File: src/rtl/adc_ctrl_pkg.sv
package adc_ctrl_pkg;

    typedef enum logic [1:0] {
        CK_DIV_A = 2'b00,
        CK_DIV_B = 2'b01,
        CK_DIV_C = 2'b10,
        CK_RC    = 2'b11
    } clk_src_e;

    typedef enum logic [1:0] {
        SEQ_OFF,
        SEQ_IDLE,
        SEQ_LAUNCH,
        SEQ_WAIT
    } seq_state_e;

    typedef enum logic [1:0] {
        PC_ALL_ANALOG  = 2'b00,
        PC_EXT_REF     = 2'b01,
        PC_HALF_ANALOG = 2'b10,
        PC_ALL_DIGITAL = 2'b11
    } pin_cfg_e;

    localparam int SRC_HI  = 7;
    localparam int SRC_LO  = 6;
    localparam int CHAN_HI = 5;
    localparam int CHAN_LO = 3;
    localparam int GO_BIT  = 2;
    localparam int EN_BIT  = 0;

endpackage

File: src/rtl/adc_clk_prescaler.sv
module adc_clk_prescaler
    import adc_ctrl_pkg::*;
#(
    parameter int DIV_A       = 2,
    parameter int DIV_B       = 8,
    parameter int DIV_C       = 32,
    parameter int SYNC_STAGES = 2
) (
    input  logic     clk,
    input  logic     rst_n,
    input  logic     run,
    input  logic     hold_sel,
    input  clk_src_e sel_req,
    input  logic     rc_clk,
    output logic     tick
);
    localparam int CNT_W = (DIV_C > 2) ? $clog2(DIV_C) : 1;

    clk_src_e                 sel_act;
    logic [CNT_W-1:0]         cnt;
    logic [CNT_W-1:0]         lim;
    logic                     sel_load;
    logic [SYNC_STAGES-1:0]   sync_q;
    logic                     rc_prev;
    logic                     rc_rise;

    // terminal count for the active division ratio
    always_comb begin
        unique case (sel_act)
            CK_DIV_A: lim = CNT_W'(DIV_A - 1);
            CK_DIV_B: lim = CNT_W'(DIV_B - 1);
            CK_DIV_C: lim = CNT_W'(DIV_C - 1);
            default:  lim = '0;
        endcase
    end

    // the source only changes while no conversion is running
    assign sel_load = !hold_sel && (sel_req != sel_act);

    always_ff @(posedge clk) begin
        if (!rst_n) begin
            sel_act <= CK_DIV_A;
        end else if (sel_load) begin
            sel_act <= sel_req;
        end
    end

    always_ff @(posedge clk) begin
        if (!rst_n) begin
            cnt <= '0;
        end else if (!run || sel_load || cnt == lim) begin
            cnt <= '0;
        end else begin
            cnt <= cnt + 1'b1;
        end
    end

    // synchroniser chain for the asynchronous RC clock
    for (genvar i = 0; i < SYNC_STAGES; i++) begin : g_sync
        if (i == 0) begin : g_first
            always_ff @(posedge clk) begin
                if (!rst_n) sync_q[i] <= 1'b0;
                else        sync_q[i] <= rc_clk;
            end
        end else begin : g_next
            always_ff @(posedge clk) begin
                if (!rst_n) sync_q[i] <= 1'b0;
                else        sync_q[i] <= sync_q[i-1];
            end
        end
    end

    always_ff @(posedge clk) begin
        if (!rst_n) rc_prev <= 1'b0;
        else        rc_prev <= sync_q[SYNC_STAGES-1];
    end

    assign rc_rise = sync_q[SYNC_STAGES-1] & ~rc_prev;

    always_comb begin
        if (!run) begin
            tick = 1'b0;
        end else if (sel_act == CK_RC) begin
            tick = rc_rise;
        end else begin
            tick = (cnt == lim);
        end
    end

    p_sel_frozen_r10: assert property (@(posedge clk) disable iff (!rst_n)
        hold_sel |=> $stable(sel_act))
        else $error("clock source changed during a conversion");

    p_tick_isolated_r8: assert property (@(posedge clk) disable iff (!rst_n)
        tick |=> !tick)
        else $error("conversion clock enable held for two cycles");

endmodule

File: src/rtl/adc_conv_seq.sv
module adc_conv_seq
    import adc_ctrl_pkg::*;
(
    input  logic clk,
    input  logic rst_n,
    input  logic en_next,
    input  logic go_set,
    input  logic go_clr,
    input  logic conv_done,
    output logic busy,
    output logic conv_start
);
    seq_state_e state, state_nx;

    always_ff @(posedge clk) begin
        if (!rst_n) state <= SEQ_OFF;
        else        state <= state_nx;
    end

    always_comb begin
        state_nx = state;
        if (!en_next) begin
            state_nx = SEQ_OFF;
        end else begin
            unique case (state)
                SEQ_OFF:    state_nx = SEQ_IDLE;
                SEQ_IDLE:   state_nx = go_set ? SEQ_LAUNCH : SEQ_IDLE;
                SEQ_LAUNCH: state_nx = go_clr ? SEQ_IDLE : SEQ_WAIT;
                SEQ_WAIT:   state_nx = (go_clr || conv_done) ? SEQ_IDLE : SEQ_WAIT;
                default:    state_nx = SEQ_OFF;
            endcase
        end
    end

    always_comb begin
        busy       = 1'b0;
        conv_start = 1'b0;
        unique case (state)
            SEQ_LAUNCH: begin
                busy       = 1'b1;
                conv_start = 1'b1;
            end
            SEQ_WAIT:   busy = 1'b1;
            default:    ;
        endcase
    end

    p_done_clears_r4: assert property (@(posedge clk) disable iff (!rst_n)
        (state == SEQ_WAIT && conv_done) |=> !busy)
        else $error("done pulse did not end the conversion");

    p_start_single_r3: assert property (@(posedge clk) disable iff (!rst_n)
        conv_start |=> !conv_start)
        else $error("start pulse longer than one cycle");

    p_disable_aborts_r6: assert property (@(posedge clk) disable iff (!rst_n)
        !en_next |=> (state == SEQ_OFF))
        else $error("sequencer still active after disable");

endmodule

File: src/rtl/adc_pin_map.sv
module adc_pin_map
    import adc_ctrl_pkg::*;
#(
    parameter int NUM_PINS = 4
) (
    input  pin_cfg_e            cfg,
    output logic [NUM_PINS-1:0] pin_analog,
    output logic                vref_ext
);
    for (genvar i = 0; i < NUM_PINS; i++) begin : g_pin
        always_comb begin
            unique case (cfg)
                PC_ALL_ANALOG:  pin_analog[i] = 1'b1;
                PC_EXT_REF:     pin_analog[i] = (i != NUM_PINS - 1);
                PC_HALF_ANALOG: pin_analog[i] = (i < NUM_PINS - 2);
                default:        pin_analog[i] = 1'b0;
            endcase
        end
    end

    assign vref_ext = (cfg == PC_EXT_REF) || (cfg == PC_HALF_ANALOG);

    always_comb begin
        assert (!(vref_ext && pin_analog[NUM_PINS-1]))
            else $error("p_ref_pin_not_input_r12: reference pin also an input");
    end

endmodule

File: src/rtl/adc_ctrl_seq.sv
module adc_ctrl_seq
    import adc_ctrl_pkg::*;
#(
    parameter int ADDR_W      = 2,
    parameter int NUM_CH      = 4,
    parameter int NUM_PINS    = 4,
    parameter int DIV_A       = 2,
    parameter int DIV_B       = 8,
    parameter int DIV_C       = 32,
    parameter int SYNC_STAGES = 2,
    localparam int CH_W       = (NUM_CH > 1) ? $clog2(NUM_CH) : 1
) (
    input  logic                clk,
    input  logic                rst_n,
    input  logic [ADDR_W-1:0]   bus_addr,
    input  logic [7:0]          bus_wdata,
    input  logic                bus_we,
    output logic [7:0]          bus_rdata,
    input  logic                rc_clk,
    input  logic                conv_done,
    output logic                conv_start,
    output logic                conv_clk_en,
    output logic [CH_W-1:0]     chan_sel,
    output logic [NUM_PINS-1:0] pin_analog,
    output logic                vref_ext
);
    localparam logic [ADDR_W-1:0] CTRL_ADDR = ADDR_W'(0);
    localparam logic [ADDR_W-1:0] PCFG_ADDR = ADDR_W'(1);
    localparam int CHAN_W = CHAN_HI - CHAN_LO + 1;

    logic [1:0]        src_q;
    logic [CHAN_W-1:0] chan_q;
    logic              en_q;
    logic [1:0]        pcfg_q;
    logic              ctrl_wr, pcfg_wr;
    logic              en_next, go_set, go_clr;
    logic              busy;

    assign ctrl_wr = bus_we && (bus_addr == CTRL_ADDR);
    assign pcfg_wr = bus_we && (bus_addr == PCFG_ADDR);
    assign en_next = ctrl_wr ? bus_wdata[EN_BIT] : en_q;
    assign go_set  = ctrl_wr &&  bus_wdata[GO_BIT];
    assign go_clr  = ctrl_wr && !bus_wdata[GO_BIT];

    always_ff @(posedge clk) begin
        if (!rst_n) begin
            src_q  <= '0;
            chan_q <= '0;
            en_q   <= 1'b0;
        end else if (ctrl_wr) begin
            src_q  <= bus_wdata[SRC_HI:SRC_LO];
            chan_q <= bus_wdata[CHAN_HI:CHAN_LO];
            en_q   <= bus_wdata[EN_BIT];
        end
    end

    always_ff @(posedge clk) begin
        if (!rst_n)       pcfg_q <= '0;
        else if (pcfg_wr) pcfg_q <= bus_wdata[1:0];
    end

    always_comb begin
        bus_rdata = '0;
        if (bus_addr == CTRL_ADDR) begin
            bus_rdata[SRC_HI:SRC_LO]   = src_q;
            bus_rdata[CHAN_HI:CHAN_LO] = chan_q;
            bus_rdata[GO_BIT]          = busy;
            bus_rdata[EN_BIT]          = en_q;
        end else if (bus_addr == PCFG_ADDR) begin
            bus_rdata[1:0] = pcfg_q;
        end
    end

    assign chan_sel = chan_q[CH_W-1:0];

    adc_conv_seq u_seq (
        .clk        (clk),
        .rst_n      (rst_n),
        .en_next    (en_next),
        .go_set     (go_set),
        .go_clr     (go_clr),
        .conv_done  (conv_done),
        .busy       (busy),
        .conv_start (conv_start)
    );

    adc_clk_prescaler #(
        .DIV_A       (DIV_A),
        .DIV_B       (DIV_B),
        .DIV_C       (DIV_C),
        .SYNC_STAGES (SYNC_STAGES)
    ) u_presc (
        .clk      (clk),
        .rst_n    (rst_n),
        .run      (en_q),
        .hold_sel (busy),
        .sel_req  (clk_src_e'(src_q)),
        .rc_clk   (rc_clk),
        .tick     (conv_clk_en)
    );

    adc_pin_map #(
        .NUM_PINS (NUM_PINS)
    ) u_pins (
        .cfg        (pin_cfg_e'(pcfg_q)),
        .pin_analog (pin_analog),
        .vref_ext   (vref_ext)
    );

    p_busy_needs_en_r5: assert property (@(posedge clk) disable iff (!rst_n)
        !en_q |-> !busy)
        else $error("conversion active while disabled");

    p_no_tick_off_r5: assert property (@(posedge clk) disable iff (!rst_n)
        !en_q |-> !conv_clk_en)
        else $error("conversion clock running while disabled");

    p_start_needs_en_r3: assert property (@(posedge clk) disable iff (!rst_n)
        conv_start |-> en_q)
        else $error("start issued without enable");

    p_sw_abort_r7: assert property (@(posedge clk) disable iff (!rst_n)
        (busy && go_clr) |=> !busy)
        else $error("software abort ignored");

endmodule

File: config.mk
export PLATFORM = sky130hd
export DESIGN_NAME = adc_ctrl_seq
export DESIGN_NICKNAME = d
export VERILOG_FILES = /design/src/rtl/adc_ctrl_pkg.sv /design/src/rtl/adc_clk_prescaler.sv /design/src/rtl/adc_conv_seq.sv /design/src/rtl/adc_pin_map.sv /design/src/rtl/adc_ctrl_seq.sv
export SDC_FILE = /design/constraint.sdc
export NUM_CORES = 1
export LEC_CHECK = 0
export BUFFER_PORTS_ARGS = -buffer_cell sky130_fd_sc_hd__buf_2
export CAP_MARGIN = 20
export CORE_ASPECT_RATIO = 1.5
export CORE_MARGIN = 8
export CORE_UTILIZATION = 30
export CTS_BUF_LIST = sky130_fd_sc_hd__clkbuf_2
export CTS_CLUSTER_SIZE = 12
export DETAILED_ROUTE_END_ITERATION = 12
export PLACE_DENSITY = 0.61
export SETUP_SLACK_MARGIN = 0.4
export SLEW_MARGIN = 25
export SYNTH_ARGS = -nofsm -noshare
export SYNTH_HDL_FRONTEND = slang
export SYNTH_SLANG_ARGS = --single-unit
File: constraint.sdc
create_clock -name clk -period 2 [get_ports clk]
set_input_delay 0.2 -clock clk [delete_from_list [all_inputs] [get_ports clk]]
set_output_delay 0.2 -clock clk [all_outputs]
set_load 0.05 [all_outputs]
# Word-level counts from Yosys, hierarchy flattened
# Index checks and enable logic that the tools add are counted.
# W data, S select, Z words.
dict set report totals {
  register_bits 20
  latch_bits 0
  ram_bits 0
  mem_bits_ro 0
  input_bits 15
  output_inout_bits 17
  wordCells 63
  memories 0
}
dict set report classes {
  n_addsub 1
  multipliers 0
  div 0
  magnitude_cmp 0
  eq_ne 11
  n_shift 0
  muxes 17
  n_bitwise 3
  reduce_logical 21
}
# op count
set ops {}
lappend ops {{$pmux W5 S3} 1}
lappend ops {{$eq A2 B2 Y1 const B} 5}
lappend ops {{$mux W1} 10}
lappend ops {{$eq A2 B1 Y1 const B} 4}
lappend ops {{$logic_not A2 Y1} 4}
lappend ops {{$mux W2} 4}
lappend ops {{$pmux W2 S4} 1}
lappend ops {{$mux W6} 1}
lappend ops {{$reduce_or A2 Y1} 3}
lappend ops {{$add A5 B1 Y5 const B} 1}
lappend ops {{$eq A5 B5 Y1} 1}
lappend ops {{$logic_and A1 B1 Y1} 5}
lappend ops {{$logic_or A1 B1 Y1} 4}
lappend ops {{$logic_not A1 Y1} 3}
lappend ops {{$reduce_or A3 Y1} 1}
lappend ops {{$ne A2 B2 Y1} 1}
lappend ops {{$not A1 Y1} 2}
lappend ops {{$reduce_and A2 Y1} 1}
lappend ops {{$and A1 B1 Y1} 1}

# Logic depth before layout (Yosys ltp)
# Gate-level depths: netlist of run 1.
dict set report logic_depth {
  ltp_word 8
  depth_mapped 5
  mapped_depth_nobuf 5
}

# Modules after synthesis
# Synthesis of run 1 repeated with hierarchy kept, for this count alone.
dict set report unflattened {
  cells_unflattened 113
  area_unflattened_um2 1087.3
}
# module instances cells_each area_each_um2 seq_area_each_um2
set by_module_without_submodules {}
lappend by_module_without_submodules {adc_clk_prescaler 1 45 489.2 200.2}
lappend by_module_without_submodules {adc_ctrl_seq 1 50 439.2 160.2}
lappend by_module_without_submodules {adc_conv_seq 1 10 96.3 40.0}
lappend by_module_without_submodules {adc_pin_map 1 8 62.6 0.0}

# Least setup slack after synthesis of run 1
# No wires, ideal clock.
dict set report synth_timing {
  path_type {register to output}
  start {register u_presc.sel_act[0]}
  end {output port conv_clk_en}
  t_arrival_ns 1.923
  required_ns 1.800
  setup_slack_ns -0.123
  path_stages_with_launch 6
  path_buffers 0
  cell_sequence {dfxtp_1 -> inv_1 -> ha_1 -> or3b_4 -> a221oi_4 -> a31o_1}
}
dict set report synth_via {
  elab_chain_cells 5
  word_cells_on_any_way 8
  classes_between {eq/ne: 4; mux: 3; reduce/logical: 1}
}
# element line_no
set synth_lines {}
lappend synth_lines {{start: declaration} adc_clk_prescaler.sv:19} ;# clk_src_e sel_act;
lappend synth_lines {{start signal: assignment} adc_clk_prescaler.sv:44} ;# sel_act <= sel_req;
lappend synth_lines {{$eq A2 B2 Y1 (tied with other cells)} adc_clk_prescaler.sv:29} ;# unique case (sel_act)
lappend synth_lines {{$pmux W5 S3} adc_clk_prescaler.sv:29}
lappend synth_lines {{$eq A5 B5 Y1} adc_clk_prescaler.sv:86} ;# tick = (cnt == lim);
lappend synth_lines {{$mux W1 *} adc_clk_prescaler.sv:83} ;# end else if (sel_act == CK_RC) begin
lappend synth_lines {{$mux W1 *} adc_clk_prescaler.sv:81} ;# if (!run) begin
lappend synth_lines {{end: declaration} adc_ctrl_seq.sv:22} ;# output logic conv_clk_en,
# Mark *: on every way between the ends. The rest lies on a longest branch, timed or not.

# Worst setup path after layout of run 1
# Same ends and word-level chain as after synthesis.

==> out/results.txt, run 1 <==
During I/O placement, the number of pins put on the boundary was 32. Summed over all layers, the global routing overflow is 0. Measured along the x axis, the die boundary spans 63.4 um. The setup check on the worst reg-to-reg path leaves a slack of 220 ps.

TritonCTS built the clock tree. The layout-stage area growth over the synthesis result is 40.8%. The logs give 0.000640 uW for the static leakage and 3320 sq um for the placeable core area. The critical path runs through a total of 6 cells. No sink is reached through more buffers than the 2 on the longest clock path. The tools report the pin count of the biggest net entering global routing as 13. The top cell type by area accounts for 39.6% of the synthesized area. Post-route worst setup slack: -173 ps.

The remaining antenna violation count was 0. Setup repair after global routing could not meet its margin everywhere. The number of standard cells after synthesis came out at 104.

The final layout contains routed wiring with a total length of 2310 um. The fraction of final layout cells sized beyond drive strength 1 is 42.9%. The worst slack at placement was 58.6 ps. Across the VDD grid, the largest voltage drop is 0.000355 V. The slowest stage of the critical path is the sky130_fd_sc_hd__or3b_4 cell. In this run the worst path has a maximum fanout of 2.

The startpoint identified for the worst register-to-register timing path is u_presc.sel_act[0]$_SDFFE_PN0P_. Input and output buffers added on the ports amount to 31. Clock skew on the completed layout was measured at 16.9 ps. The synthesized design spends more area on one cell type than any other, namely sky130_fd_sc_hd__dfxtp_1. The total power density per cell area works out to 581 nW/um^2.

The flow ran to the end, but the final reports show violations. The run gives 1 as the number of H-tree levels. The later pin in the worst-skew pair is clocked with a latency of 320 ps. By startpoint and endpoint, the worst setup path is classified as flop to output pin. Height of the die: 87.1 um.

The critical path endpoint is conv_clk_en. In this run the clock root is driven by a sky130_fd_sc_hd__clkbuf_2. The total nets after synthesis was 126; the number of buffers and inverters on the critical path was 2. In this run, the number of DRC markers left after iteration 0 of detailed routing was 9. STA puts the critical path data required time at 1800 ps. STA classifies the critical path endpoint as an output pin. Of the available clock period, the critical path in the final layout requires 109%. The routed layout has 838 vias.

After detailed routing, the number of remaining DRC violations is 0. Among cell families on the critical path, the largest total delay comes from compound AO/OA/AOI/OAI gates. The netlist uses 29 different library cells.

The number of hold buffers added after CTS was 0. The average cell area after synthesis was 9.72 sq um. For the pin with the worst max-slew slack, the measured transition is 953 ps. The maximum clock frequency is 460 MHz. Via count of the first global-routing pass: 959. The shortest period the worst path allows is 2170 ps, and the worst endpoint data arrival time is 1970 ps.

The number of standard-cell rows in the floorplan was 26. The tool flagged a number of max-cap violations equal to 0. Clock-pin slew was measured on the worst setup and hold paths at 200 ps. For the effective utilization at floorplan, the log shows 30.5%.

The number of filler cells placed in the layout was 348; the global-route wire length before repair was 4000 um. The pre-antenna-repair detailed-routing pass consisted of 3 iterations. The wire-length estimate of the detail-placed layout is 1800 um. In the global route stage, overall resource usage came out at 8.59%. The critical path goes through inv_2 -> ha_4 -> or3b_4 -> a221oi_4 -> a31o_4 -> buf_8. The relative max-transition margin was 36.5%; the clock sink count was 20. In this run the critical register-to-register path is captured at u_presc.cnt[1]$_SDFF_PP0_.

Initial antenna violation count: 0. The number of failing setup endpoints in the final timing report was 1. By area the synthesized netlist is led by sky130_fd_sc_hd__dfxtp_1 40%, sky130_fd_sc_hd__mux2i_1 11%, sky130_fd_sc_hd__ha_1 8.7%. The depth of the worst register-to-register path was 7.

Cell area after technology mapping: 1010 sq um. The tools report the startpoint of the worst setup timing path as u_presc.sel_act[0]$_SDFFE_PN0P_. The average wire per cell in the routed design was 12.7 um; the area enclosed by the die boundary was 5520 sq um.

Synthesis inferred 20 register bits. The count of final max-slew check failures came out at 0. The tools report the routability congestion estimate as 0.744. The sequential fraction of the synthesis area is 39.6%, and the biggest cell delay along the critical path is 380 ps. The tools report the critical path launch point type as a flop. The logs give 163 for the total number of nets in the final design and 0 for the antenna diode instance count. The final hold violation count came out at 0. The run gives -173 ps as the sum of negative setup slack.

Once layout is complete, the utilization of the core stands at 42.9%. The vias per cell was 4.60. Yosys printed 0 warnings.

The number of buffers created by CTS came out at 3. The checks that failed: negative setup slack. In this run the worst hold path is classified as input port to flop.
==> cells in the final DEF (no fill, tap or decap), drive strengths merged, types with 3 or more instances in the layout <==
cell	n
ha	7
xnor2	4
clkbuf	3
and2	8
buf	38
mux2i	11
nor4	4
dfxtp	20
inv	7
nor2	13
nand3	4
==> cell type report <==
| class | count | area (sq um) | area share (%) |
|---|---|---|---|
| multi-input cells | 71 | 657 | 46.1 |
| flip-flops and latches | 20 | 408 | 28.6 |
| repair buffers | 38 | 235 | 16.5 |
| well taps | 42 | 52.6 | 3.69 |
| clock inverters | 1 | 30.0 | 2.11 |
| inverters | 7 | 26.3 | 1.85 |
| clock buffers | 3 | 15.0 | 1.05 |
==> Yosys cell counts <==
cell,number
sky130_fd_sc_hd__nor3_1,2
sky130_fd_sc_hd__nor4bb_1,1
sky130_fd_sc_hd__or3b_1,1
sky130_fd_sc_hd__or3b_4,1
sky130_fd_sc_hd__and2_1,8
sky130_fd_sc_hd__nand3_1,4
sky130_fd_sc_hd__nor4_1,4
sky130_fd_sc_hd__a31o_1,1
sky130_fd_sc_hd__a311oi_1,1
sky130_fd_sc_hd__nand3b_1,2
sky130_fd_sc_hd__inv_1,7
sky130_fd_sc_hd__nand2_1,1
sky130_fd_sc_hd__nor2_1,13
sky130_fd_sc_hd__and4b_1,1
sky130_fd_sc_hd__ha_1,7
sky130_fd_sc_hd__o221ai_1,1
sky130_fd_sc_hd__xnor2_1,4
sky130_fd_sc_hd__or3_1,1
sky130_fd_sc_hd__a221oi_4,1
sky130_fd_sc_hd__buf_4,3
sky130_fd_sc_hd__mux2i_1,11
sky130_fd_sc_hd__clkbuf_1,2
sky130_fd_sc_hd__nor3b_1,1
sky130_fd_sc_hd__dfxtp_1,20
sky130_fd_sc_hd__or2_2,1
sky130_fd_sc_hd__xor2_1,2
sky130_fd_sc_hd__nor4b_1,1
sky130_fd_sc_hd__buf_2,1
sky130_fd_sc_hd__a21oi_1,1
==> metal layers <==
layer	up-vias	share of wire (%)	track usage, %
met4	0	0	2.44
met1	389	41	8.96
met5	-	0	0
met3	0	6.3	2.71
met2	23	53	15.9
li1	426	-	-
==> flip-flops by register name (all words and copies together), names as in the netlist <==
register	count
u_presc.cnt	5
chan_q	3
pcfg_q	2
src_q	2
u_presc.sel_act	2
u_presc.sync_q	2
u_seq.state	2
en_q	1
u_presc.rc_prev	1
==> power by group <==
part           switching (uW)  internal [uW]  total (uW)
clock network             125            173         298
registers                7.68            408         416
logic                    68.8           44.4         113
total                     202            625         827
==> how the worst min path moves through the flow <==
stage / startpoint / endpoint / slack [ps] / cells past startpoint
global placement: rc_clk / u_presc.sync_q[0]$_SDFF_PN0_ / 410 / 2
finish: bus_wdata[2] / u_seq.state[0]$_SDFF_PN0_ / 70 / 2
detailed placement: rc_clk / u_presc.sync_q[0]$_SDFF_PN0_ / 410 / 2
floorplan: bus_wdata[2] / u_seq.state[0]$_SDFF_PN0_ / 310 / 1
global route: bus_wdata[2] / u_seq.state[0]$_SDFF_PN0_ / 70 / 2
CTS: bus_wdata[2] / u_seq.state[0]$_SDFF_PN0_ / 40 / 2
==> metrics by stage <==
stage	instances	power [uW]	hold WS (ps)	instance area, sq um
after floorplan	104	490	307	1030
after global placement	174	519	408	1230
after detailed placement	174	522	411	1230
after CTS	180	827	41.6	1320
after global routing	182	861	69.6	1420
final	182	827	72.6	1420
==> cells by family after synthesis <==
| logic type | count (synthesis) | synth area share, % |
|---|---|---|
| xor gates and xnor gates | 6 | 5.20 |
| buffers and inverters | 13 | 6.06 |
| DFF | 20 | 39.6 |
| and+or+nand+nor | 42 | 23.9 |
| adders and majority gates | 7 | 8.66 |
| AOI/OAI and AO/OA | 5 | 5.69 |
| muxes | 11 | 10.9 |
==> timing repair <==
item,in CTS,in global routing
buffers inserted,2,2
pin swaps,3,5
setup endpoints to repair,7,9
gates resized for setup,10,15
hold endpoints to repair,0,0
cloned,0,0
(Power assumes the default switching activity.)
==> run 2: changes to the inputs <==
Clock period 2 ns to 2.3 ns, I/O delays scaled along.
==> out/results.txt, run 2 (same netlist as run 1, synthesis figures left out) <==
The run finished with clean final reports. The tools report the antenna diode instance count as 0 (unchanged). The total power density per cell area was 545 nW/um^2 (-6.3%); the routability congestion estimate was 0.777 (+4.5%). The cell family contributing the most delay on the critical path is compound AO/OA/AOI/OAI gates. Area enclosed by the die boundary: 5520 sq um (unchanged). The shortest period the worst path allows came out at 2190 ps. The met1 usage in global routing came out at 8.82% (-0.14 points).

The tools report the launch point of the worst reg-to-reg path as u_presc.sel_act[0]$_SDFFE_PN0P_. The placeable core area was 3320 sq um (unchanged); the fraction of final layout cells sized beyond drive strength 1 was 33.3% (-9.5 points). The sum of routed wire length over all layers was 2130 um (-7.9%); the worst path required time was 2070 ps (+270 ps). On the critical path, the stage with the largest delay is an instance of sky130_fd_sc_hd__dfxtp_4.

Sum of negative setup slack: 0 ps (+173 ps). Leaving out fill and tap cells, the most frequent cells in the layout are 30 x sky130_fd_sc_hd__buf_2, 18 x sky130_fd_sc_hd__dfxtp_1, 13 x sky130_fd_sc_hd__nor2_1, 11 x sky130_fd_sc_hd__mux2i_1, 8 x sky130_fd_sc_hd__and2_1. The number of H-tree levels came out at 1 (unchanged).

The tree is rooted in a sky130_fd_sc_hd__clkbuf_2. For the final hold violation count, the log shows 0 (unchanged). The tools report the first-pass iteration count of the detailed router as 4 (+1).

The number of buffers and inverters on the critical path is 2 (unchanged), and the total grt overflow is 0 (unchanged). The layout-stage area growth over the synthesis result works out to 26.9%. Setup repair after global routing could not meet its margin everywhere.

The initial antenna violation count is 0 (unchanged). Leaving out fill and tap cells, the most frequent cell in the layout is sky130_fd_sc_hd__buf_2. The largest registers in the layout are u_presc.cnt: 5 flops, chan_q: 3 flops. The clock tree skew after final layout is 21.4 ps (+4.43 ps).

For the number of buffers created by CTS, the log shows 3 (unchanged). The top register by number of flip-flops is u_presc.cnt. The vias per cell was 4.56 (-0.98%); the global-route wire length before repair was 3850 um (-3.8%). The logs give 8.36% (-0.24 points) for the overall routing resource usage and 0 (unchanged) for the final routed DRC violation total. The clock sink count was 20 (unchanged); the critical-path maximum fanout was 2 (unchanged).

The run gives 0.000359 V (+0.94%) as the maximum vdd drop. The total number of nets in the final design is 158 (-3.1%). The insertion delay to the later sink of the worst-skew pair is 310 ps (about the same), and the number of flip-flops in the largest register is 5 (unchanged).

For the global-route met3 utilization, the log shows 3.09% (+0.39 points). In this run the most critical hold path is launched from bus_wdata[2]. The tools report the critical path launch point type as a flop. For the via count of the first global-routing pass, the log shows 912 (-4.9%).

The count of pins on the block boundary came out at 32 (unchanged). The most heavily used metal layer in global routing is met2. TritonCTS built the clock tree.

The number of standard-cell rows in the floorplan is 26 (unchanged). For the count of final max-slew check failures, the log shows 0 (unchanged). The tools report the startpoint of the worst setup timing path as u_presc.sel_act[0]$_SDFFE_PN0P_. For the static leakage, the log shows 0.000599 uW (-6.4%).

Walking the worst path, the cells encountered are inv_2 -> ha_4 -> or3b_4 -> a221oi_4 -> a31o_4 -> buf_8. The run gives 1960 ps (about the same) as the worst endpoint data arrival time. The slew at the pin closest to its max-slew limit is 410 ps (-543 ps), and the detailed-placement wirelength estimate is 1730 um (-4.4%).

The number of hold buffers added after cts is 0 (unchanged). STA classifies the critical path endpoint as an output pin. The final critical-path share of the clock period works out to 95.1%. The height of the die is 87.1 um (unchanged).

The total number of vias is 807 (-3.7%), and the number of placed instances with taps included is 172 (-1.1%). Clock-pin transition on the worst setup and hold timing paths: 200 ps (about the same). Category of the most critical setup path: flop to output pin. The pin count of the biggest net entering global routing was 13 (unchanged); the effective utilization at floorplan was 30.5% (unchanged).

The tools report the maximum clock insertion buffer count as 2 (unchanged). For the relative max-transition margin, the log shows 72.7% (+36 points). The port buffer count was 31 (unchanged). The biggest cell delay along the critical path was 380 ps (about the same); the number of failing setup endpoints in the final timing report was 0 (-1). The DRC marker count from the first detailed-route iteration was 12 (+3).

The tools report the maximum clock frequency as 457 MHz. The max-capacitance violation count is 0 (unchanged), and the width of the die is 63.4 um (unchanged). The path category of the worst min-delay check is input port to flop. The final cell count without fillers was 177 (-2.7%). Average wire per cell in the routed design: 12.0 um (-5.3%).

For the remaining antenna violation count, the log shows 0 (unchanged). The tools report the met2 routing resource usage after global routing as 15.0% (-0.93 points).
-- run 2: changes by cell type in the layout (fill, tap and decap cells not counted), sizes merged --
cell  before  now
buf       38   33
-- run 2: cell type report --
cell class	instances	area [sq um]
well taps	42	52.6
repair buffers	33	180
inverters	7	26.3
flip-flops and latches	20	408
multi-input cells	71	571
clock buffers	3	15.0
fillers	341	2040
clock inverters	1	30.0
-- run 2: repair_timing --
action / in CTS / in global routing
gates resized for setup: 7 / 1
setup buffers: 1 / 0
endpoints found under the setup margin: 1 / 1
pin swaps: 3 / 1
-- run 2: layer usage --
layer,vias to the layer above,wire length (um),part of all wire (%)
met3,2,156,7.3
met5,-,0,0
met2,23,1050,49
met4,0,8,0.38
li1,417,-,-
met1,365,918,43
-- run 2: final timing paths --
kind	end	slack (ps)	cells past startpoint
setup reg to reg	u_presc.cnt[2]$_SDFF_PP0_	640	6
hold / removal	u_seq.state[0]$_SDFF_PN0_	120	2
hold reg to reg	u_presc.sync_q[1]$_SDFF_PN0_	460	1
setup / recovery	conv_clk_en	110	6
-- run 2: power by group --
| part | internal, uW | total [uW] | switching [uW] |
|---|---|---|---|
| Clock | 150 | 254 | 104 |
| Combinational | 31.0 | 83.5 | 52.6 |
| Sequential | 354 | 361 | 6.90 |
| Total | 535 | 698 | 164 |
-- run 2: per-stage QoR --
stage / power (uW) / instance area [sq um] / hold WS [ps] / util, % / worst slack [ps]
global placement: 450 / 1200 / 416 / 36.2 / 306
global route: 731 / 1280 / 102 / 38.7 / 0.351
detailed placement: 452 / 1200 / 427 / 36.2 / 275
floorplan: 426 / 1020 / 337 / - / 385
CTS: 709 / 1280 / 93.6 / 38.6 / 68.5
finish: 698 / 1280 / 122 / 38.7 / 112
==> run 3: changes to the inputs <==
Settings changed: RECOVER_POWER set to 25, SETUP_SLACK_MARGIN 0.4 to unset.
==> out/results.txt, run 3 (same netlist as run 1, synthesis figures left out) <==
The largest registers in the layout are u_presc.cnt: 5 flops, chan_q: 3 flops. The slew at the pin closest to its max-slew limit came out at 397 ps (-12.8 ps). The run gives 18 (+6) as the DRC marker count from the first detailed-route iteration.

The routability congestion estimate is 0.782 (+0.62%), and the via count of the first global-routing pass is 876 (-3.9%). TritonCTS built the clock tree. The logs give 3630 um (-5.7%) for the global-route wire length before repair and 5520 sq um (unchanged) for the area enclosed by the die boundary. The effective utilization at floorplan was 30.5% (unchanged). The clock-pin transition on the worst setup and hold timing paths is 190 ps (about the same), and the antenna diode instance count is 0 (unchanged). The number of flip-flops in the largest register is 5 (unchanged), and the depth of the worst register-to-register path is 5 (-1). For the total number of vias, the log shows 809 (+0.25%). The tools report the relative max-transition margin as 73.5% (+0.85 points). The run gives 3320 sq um (unchanged) as the placeable core area. The logs give 26 (unchanged) for the number of standard-cell rows in the floorplan and 587 uW (-16%) for the power after layout. Category of the most critical setup path: flop to output pin. Static leakage: 0.000575 uW (-4.1%). The worst endpoint data arrival time is 2000 ps (+40 ps). The clock sink count is 20 (unchanged), and the sum of routed wire length over all layers is 2070 um (-2.5%).

Setup repair after global routing could not meet its margin everywhere. The number of H-tree levels came out at 1 (unchanged). The sum of negative setup slack is 0 ps (unchanged), and the insertion delay to the later sink of the worst-skew pair is 320 ps (about the same). The run gives 0 (unchanged) as the total grt overflow.

Met3 wire length: 140 um (-10%). The worst slack at placement was 207 ps (-68.3 ps). The highest layer touched by signal routing is met4.

Post-route worst setup slack: 72.6 ps (-39.6 ps). The layout-stage area growth over the synthesis result is 22.5%. Vias per cell: 4.57 (+0.25%).

The number of buffers created by CTS is 3 (unchanged), and the fraction of final layout cells sized beyond drive strength 1 is 30.4% (-3.0 points). The final critical-path share of the clock period is 96.8% (+1.7 points). The width of the die was 63.4 um (unchanged); the maximum clock insertion buffer count was 2 (unchanged). Critical path launch point type: a flop.

The count of pins on the block boundary is 32 (unchanged). The maximum clock frequency was 449 MHz (-1.8%). The shortest period the worst path allows came out at 2230 ps (+39.6 ps). The met1 wire length is 895 um (-2.5%), and the final hold violation count is 0 (unchanged). The path class of the tightest hold or removal check is input port to flop. The top register by number of flip-flops was u_presc.cnt.

The count of final max-slew check failures was 0 (unchanged); the worst path required time was 2070 ps (about the same). Cell depth of the worst hold path: 2 (unchanged). The total power density per cell area is 474 nW/um^2 (-13%). The run gives 630 ps (about the same) as the slack of the worst reg-to-reg path. The clock tree skew after final layout was 13.7 ps (-7.69 ps); the first-pass iteration count of the detailed router was 2 (-2). The overall routing resource usage is 7.82% (-0.53 points), and the maximum vdd drop is 0.000291 V (-19%). The detailed-placement wirelength estimate was 1710 um (-0.90%); the port buffer count was 31 (unchanged). The flow ran to the end, and the final reports show no timing, DRC or antenna violations. The worst setup path is captured at an output pin.

The total number of nets in the final design was 158 (unchanged). Max-capacitance violation count: 0 (unchanged). The pin count of the biggest net entering global routing was 13 (unchanged); the height of the die was 87.1 um (unchanged). In this run the clock root is driven by a sky130_fd_sc_hd__clkbuf_2.

The tools report the remaining antenna violation count as 0 (unchanged). In the layout the commonest cells are 28 x sky130_fd_sc_hd__buf_2, 18 x sky130_fd_sc_hd__dfxtp_1, 13 x sky130_fd_sc_hd__nor2_1, 11 x sky130_fd_sc_hd__mux2i_1, 7 x sky130_fd_sc_hd__and2_1. The number of failing setup endpoints in the final timing report came out at 0 (unchanged). The final routed DRC violation total came out at 0 (unchanged).

The routed length on met2 is 1020 um (-2.7%). The most common cell after layout, fill and taps aside is sky130_fd_sc_hd__buf_2. The initial antenna violation count was 0 (unchanged). The average wire per cell in the routed design works out to 11.7 um (-2.5%).

Critical-path maximum fanout: 5 (+3).
-- run 3: cell type report --
class,count,area (sq um)
Timing Repair Buffer,33,174
Inverter,7,26.3
Sequential cell,20,405
Clock inverter,1,3.75
Fill cell,361,2080
Tap cell,42,52.6
Multi-Input combinational cell,71,562
Clock buffer,3,15.0
-- run 3: repair_timing --
action,CTS,global route
hold buffers,0,0
setup endpoints to repair,1,1
buffers inserted,1,0
pin swaps,0,3
hold endpoints to repair,0,0
gates cloned,0,0
gates resized for setup,5,2
-- run 3: report_power, final --
group          internal [uW]  switching [uW]
registers                355            6.84
clock network           37.8             107
logic                   30.2            51.2
total                    423             165
-- run 3: worst paths after layout --
check | start | end
max | u_presc.sel_act[1]$_SDFFE_PN0P_ | conv_clk_en
min | rc_clk | u_presc.sync_q[0]$_SDFF_PN0_
max reg2reg | u_presc.sel_act[1]$_SDFFE_PN0P_ | u_presc.cnt[4]$_SDFF_PP0_
min reg2reg | u_presc.sync_q[0]$_SDFF_PN0_ | u_presc.sync_q[1]$_SDFF_PN0_
-- run 3: per-layer routing --
metal  global-route usage, %  vias to the layer above
met2                    13.9                       26
li1                        -                      416
met3                    2.71                        3
met1                    8.43                      364
met4                    2.44                        0
met5                       0                        -
-- run 3: through the flow --
stage | util (%) | cell area [sq um] | hold slack, ps | std cells
6_report | 37.3 | 1240 | 113 | 177
5_1_grt | 37.3 | 1240 | 93.3 | 177
4_1_cts | 37.0 | 1230 | 91.0 | 177
3_5_place_dp | 35.9 | 1190 | 433 | 172
3_3_place_gp | 35.9 | 1190 | 415 | 172
2_1_floorplan | - | 1010 | 337 | 104
-- run 3: critical path, cell delays in order (launching register included) --
cell                       delay [ps]
sky130_fd_sc_hd__dfxtp_2          400
sky130_fd_sc_hd__ha_4             260
sky130_fd_sc_hd__or3b_4           380
sky130_fd_sc_hd__a221oi_4         280
sky130_fd_sc_hd__a31o_1           190
sky130_fd_sc_hd__buf_6            160
